## src/rtl/sd16_cfadd.sv

```systemverilog
`timescale 1ns/1ps
module sd16_cfadd #(
  parameter int NDIG = 8
) (
  input  logic [5*NDIG-1:0] sd_in,
  input  logic [4*NDIG-1:0] bin_in,
  input  logic              sub,
  output logic [5*NDIG-1:0] sd_out
);
  localparam int BW = 4 * NDIG;

  logic [BW-1:0]   bin_eff;
  logic [NDIG-1:0] xfer;

  assign bin_eff = bin_in ^ {BW{sub}};
  assign xfer[0] = sub;

  for (genvar i = 0; i < NDIG; i++) begin : g_pos
    logic [4:0] wc;
    logic [3:0] yn;
    assign wc = sd_in[5*i +: 5];
    assign yn = bin_eff[4*i +: 4];

    if (i < NDIG - 1) begin : g_mid
      logic [5:0] s6;
      assign s6 = {1'b0, wc[4], 4'b0000} + {2'b00, wc[3:0]} + {2'b00, yn};
      assign xfer[i+1] = (s6 >= 6'd31);
      assign sd_out[5*i +: 5] = 5'(s6 - (xfer[i+1] ? 6'd16 : 6'd0) + {5'b0, xfer[i]});

      always_comb begin

        slice_sum_chk: assert (int'(sd_out[5*i +: 5]) + 16 * int'(xfer[i+1]) - int'(xfer[i])
                               == int'(wc) + int'(yn))
          else $error("slice %0d loses value", i);

        digit_range_chk: assert (wc == 5'd0 || sd_out[5*i +: 5] != 5'd0)
          else $error("slice %0d digit out of range", i);

        xfer_sign_chk: assert (!xfer[i+1] || wc[4])
          else $error("slice %0d transfer from negative digit", i);
      end
    end else begin : g_top
      logic signed [6:0] top_val;
      assign sd_out[5*i +: 5] = wc + {yn[3], yn} + {4'b0000, xfer[i]};
      assign top_val = 7'(signed'({2'b00, wc}) - 7'sd16 + signed'({{3{yn[3]}}, yn})
                          + signed'({6'b0, xfer[i]}));

      always_comb begin

        top_sum_chk: assert (top_val < -7'sd15 || top_val > 7'sd15
                             || int'(sd_out[5*i +: 5]) - 16 == int'(top_val))
          else $error("top digit mismatch");
      end
    end
  end
endmodule

```

## config.mk

```make
export PLATFORM = sky130hd
export DESIGN_NAME = sd16_cfadd
export DESIGN_NICKNAME = d
export VERILOG_FILES = /design/src/rtl/sd16_cfadd.sv
export SDC_FILE = /design/constraint.sdc
export NUM_CORES = 1
export LEC_CHECK = 0
export BUFFER_PORTS_ARGS = -buffer_cell sky130_fd_sc_hd__buf_2
export CAP_MARGIN = 10
export CORE_MARGIN = 1.5
export CORE_UTILIZATION = 53
export DETAILED_ROUTE_END_ITERATION = 6
export PLACE_DENSITY = 0.85
export SLEW_MARGIN = 5
export SYNTH_ARGS = -nofsm -noshare
export SYNTH_HDL_FRONTEND = slang
export SYNTH_SLANG_ARGS = --single-unit
```

## constraint.sdc

```tcl
create_clock -name vclk -period 4.59
set_clock_uncertainty 0.05 [all_clocks]
set_input_delay 0.2295 -clock vclk [all_inputs]
set_output_delay 0.2295 -clock vclk [all_outputs]
set_load 0.05 [all_outputs]
```

Word level (Yosys, flattened, before mapping)
Cells that the tools add are included.
{ "word_totals": {"out_inout_bits": 40, "ff_bits": 0} }
{ "classes": {"mux": 7, "n_addsub": 30, "n_bitwise": 1, "magnitude_cmp": 7} }
{ "ops": {"columns": ["operator", "count"], "rows": [
  ["5-bit by 4-bit adder with 6-bit output", 7],
  ["6-bit by 4-bit adder with 6-bit output", 7],
  ["6-bit by 5-bit >= comparator with 1-bit output, second input constant", 7],
  ["5-bit by 1-bit adder with 5-bit output", 8],
  ["5-bit 2-to-1 mux", 7],
  ["5-bit subtractor", 7],
  ["32-bit bitwise XOR", 1],
  ["5-bit adder", 1]
]} }

Depth between registers and ports, before layout
{ "logic_depth": {"depth_word": 6, "ltp_mapped": 20} }

Worst setup path after synthesis
Ideal clock, no wire load.
{ "synth_path": {"path_type": "input to output", "start": "input port sub", "end": "output port sd_out[39]", "t_arrival_ns": 4.362, "path_stages": 18, "slack_ns": -0.052, "n_path_buf": 2, "required_ns": 4.311, "cell_sequence": "buf_2 > buf_2 > xor2_1 > ha_1 > a211oi_1 > nor2_2 > xor2_2 > ha_1 > and3_1 > a21bo_2 > a21oi_1 > o22ai_1 > fa_1 > fa_1 > inv_1 > a21o_1 > a21oi_1 > xnor2_1"} }
{ "synth_between": {"elab_chain_cells": 4, "elab_cells_between_ends": 5} }
{ "synth_lines": {"columns": ["item", "line", "rtl"], "rows": [
  ["start, declared", "7", "input logic sub,"],
  ["32-bit bitwise XOR (*)", "15", "assign bin_eff = bin_in ^ {BW{sub}};"],
  ["6-bit by 4-bit adder with 6-bit output", "26", "assign s6 = {1'b0, wc[4], 4'b0000} + {2'b00, wc[3:0]} + {2'b00, yn};"],
  ["6-bit by 5-bit >= comparator with 1-bit output", "27", "assign xfer[i+1] = (s6 >= 6'd31);"],
  ["5-bit by 1-bit adder with 5-bit output (*)", "44", "assign sd_out[5*i +: 5] = wc + {yn[3], yn} + {4'b0000, xfer[i]};"],
  ["end, declared", "8", "output logic [5*NDIG-1:0] sd_out"]
]} }
Mark *: on every way between the ends. The rest lies on a longest branch, timed or not.

Worst setup path after layout
{ "layout_path": {"start": "input port sub", "end": "output port sd_out[9]"} }
{ "layout_between": {"elab_chain_cells": 6, "elab_cells_between_ends": 8} }
{ "layout_lines": {"columns": ["item", "line", "rtl"], "rows": [
  ["32-bit bitwise XOR (*)", "15", null],
  ["6-bit by 4-bit adder with 6-bit output", "26", null],
  ["6-bit by 5-bit >= comparator with 1-bit output", "27", null],
  ["5-bit 2-to-1 mux", "28", "assign sd_out[5*i +: 5] = 5'(s6 - (xfer[i+1] ? 6'd16 : 6'd0) + {5'b0, xfer[i]});"],
  ["5-bit subtractor", "28", null],
  ["5-bit by 1-bit adder with 5-bit output (*)", "28", null]
]} }
Marked as above.

==> results.sh <==
export IMPL_outcome="completed"
export IMPL_number_of_hold_violations_in_the_final_report=0
export IMPL_critPathRequiredTime_ps=4310
export IMPL_routed_via_density=5.21
export IMPL_report_final_setup_viol=0
export IMPL_timing_slew_headroom_pct=76.4
export IMPL_final_cell_count_no_fill=531
export IMPL_core_um2=5200
export IMPL_floorplan_die_width_um=77.3
export IMPL_netlist_top_cell_by_area="sky130_fd_sc_hd__ha_1"
export IMPL_grt_pass1_wl_um=11400
export IMPL_seq_area_um2=0
export IMPL_power_static_leakage_nw=1.96
export IMPL_postSynthNetCount=504
export IMPL_ir_worst_vdd_uv=509
export IMPL_gpl_final_weighted_congestion=0.836
export IMPL_grt_antenna_before_repair=0
export IMPL_synthesis_warnings=0
export IMPL_core_rowCount=26
export IMPL_flops_and_latches=0
export IMPL_fmax_mhz=235
export IMPL_path_cells="clkbuf_4 -> buf_12 -> xor2_2 -> ha_1 -> a211oi_2 -> nor2_2 -> xnor2_4 -> ha_1 -> and3_1 -> a21boi_0 -> o22ai_1 -> a21oi_1 -> ha_1 -> inv_1 -> ha_1 -> nor2_1 -> nor2_1 -> o21bai_1 -> xnor2_1 -> xnor2_1 -> clkbuf_4"
export IMPL_holdCritPathClass="primary input to primary output"
export IMPL_detailed_place_hpwl_um=6090
export IMPL_detailedRoute_firstPassIterationCount=4
export IMPL_num_clock_buffers=0
export IMPL_synth_cells=349
export IMPL_flow_area_growth_from_synthesis_pct=25.3
export IMPL_synthDominantCellAreaShare_pct=31.2
export IMPL_grt_start_max_net_pins=25
export IMPL_critPathCaptureType="primary output"
export IMPL_holdBufCountCts=0
export IMPL_drcViolationCount=0
export IMPL_pin_count=113
export IMPL_detailedRoute_firstIterationViolations=81
export IMPL_dp_cells=530
export IMPL_most_numerous_cell_types_in_the_synthesized_netlist="sky130_fd_sc_hd__ha_1 (73), sky130_fd_sc_hd__xor2_1 (49), sky130_fd_sc_hd__inv_1 (40), sky130_fd_sc_hd__nor2_1 (33), sky130_fd_sc_hd__a21oi_1 (26)"
export IMPL_timing_critical_path_arrival_ps=3970
export IMPL_rsz0062_at_grt="false"
export IMPL_final_util_pct=70.5
export IMPL_pwr_density_cell_nw_per_um2=537
export IMPL_num_antenna_cells=0
export IMPL_share_of_the_yosys_chip_area_belonging_to_registers_pct=0
export IMPL_final_layout_size_suffix_gt1_share_pct=31.5
export IMPL_tot_gr_track_use_pct=22.2
export IMPL_worst_path_max_delay_cell="sky130_fd_sc_hd__a211oi_2"
export IMPL_max_cap_violations=0
export IMPL_synth_most_common_cell="sky130_fd_sc_hd__ha_1"
export IMPL_first_global_vias=2797
export IMPL_crit_path_max_incr_delay_ps=340
export IMPL_die_area_um2=5980
export IMPL_most_numerous_cell_on_the_critical_path="sky130_fd_sc_hd__ha_1"
export IMPL_timing_critical_path_buf_inv=4
export IMPL_detailroute_via_count=2766
export IMPL_ys_top_cells_by_area="sky130_fd_sc_hd__ha_1 (31%), sky130_fd_sc_hd__xor2_1 (15%), sky130_fd_sc_hd__xnor2_1 (6.9%), sky130_fd_sc_hd__fa_1 (6.2%), sky130_fd_sc_hd__inv_1 (5.1%)"
export IMPL_timing_critical_path_to="sd_out[9]"
export IMPL_final_period_minus_worst_setup_slack_ps=4250
export IMPL_worst_path_dominant_cell_family="compound AO/OA/AOI/OAI gates"
export IMPL_start_kind="primary input"
export IMPL_worst_slew_pin_slew_ps=353
export IMPL_synth_cell_type_count=39
export IMPL_timing_worst_setup_path_type="primary input to primary output"
export IMPL_dieHeight_um=77.3
export IMPL_timing_critical_path_depth=21
export IMPL_num_nets_final=618
export IMPL_post_synth_instance_area_um2=2930
export IMPL_initial_core_util_pct=56.3
export IMPL_wirelength_um=6930
export IMPL_fin_crit_sh_pct=92.6
export IMPL_crit_startpoint="sub"
export IMPL_syn_mean_instance_area_um2=8.39
export IMPL_finalHoldWorstSlack_ps=913
export IMPL_final_antenna_net_count=0
export IMPL_slew_violations=0
export IMPL_io_buffers=113
export IMPL_setup_total_negative_slack_ps=0
export IMPL_drt_wirelength_per_cell_um=13.0
export IMPL_grt_ovfl_total=0
export IMPL_worst_path_max_fanout=12
power by group:
group	internal, mW	switching [mW]	leakage, nW	total, mW
clock network	0	0	0	0
logic	0.591	1.38	1.96	1.97
registers	0	0	0	0
layout make-up:
type,instances,area (um^2)
fill,420,1540
timing repair buffer,116,628
inverter,40,150
multi-input combinational,305,2800
tap,70,87.6
how the worst min path moves through the flow:
stage	slack [ps]	endpoint	depth (start not counted)	from
after CTS	910	sd_out[39]	4	sd_in[39]
after global placement	900	sd_out[39]	4	sd_in[39]
after detailed placement	910	sd_out[39]	4	sd_in[39]
after floorplan	750	sd_out[39]	2	sd_in[39]
after global routing	930	sd_out[39]	4	sd_in[39]
final	910	sd_out[39]	4	sd_in[39]
layout by cell type (no fill, tap or decap), drive strengths merged, types with 4 or more instances in the layout:
cell / n
nor3: 5
o21bai: 13
buf: 111
and3: 5
nand2: 5
fa: 9
clkbuf: 5
a21oi: 26
o311ai: 4
xnor2: 25
xor2: 53
inv: 40
nand3: 5
nor2: 38
a211oi: 8
ha: 73
a21o: 5
cells by family after synthesis:
group                    synth area share [%]
AO/OA/AOI/OAI                            18.9
buffers and inverters                    5.81
AND/OR/NAND/NOR                          12.3
XOR/XNOR                                 25.6
adder cells (fa/ha/maj)                  37.3
metal layers:
metal,vias up,share of wire (%),GRT usage (%)
li1,1418,-,-
met3,8,4.2,0.941
met1,1260,42,25.7
met5,-,0,0
met4,0,1.3,2.91
met2,80,52,45.0
repair_timing:
| item | CTS | global route |
|---|---|---|
| gates resized for setup | 0 | 9 |
| setup endpoints to repair | 0 | 5 |
| setup buffers | 0 | 0 |
per-stage QoR:
step / power (mW) / setup WS, ps / cell area [um^2]
floorplan: 1.56 / 177 / 2940
global placement: 1.90 / 334 / 3600
detailed placement: 1.95 / 178 / 3600
CTS: 1.95 / 164 / 3600
global route: 2.10 / 31.8 / 3670
finish: 1.97 / 340 / 3670
Note: power is estimated with default switching activity, not from simulation.
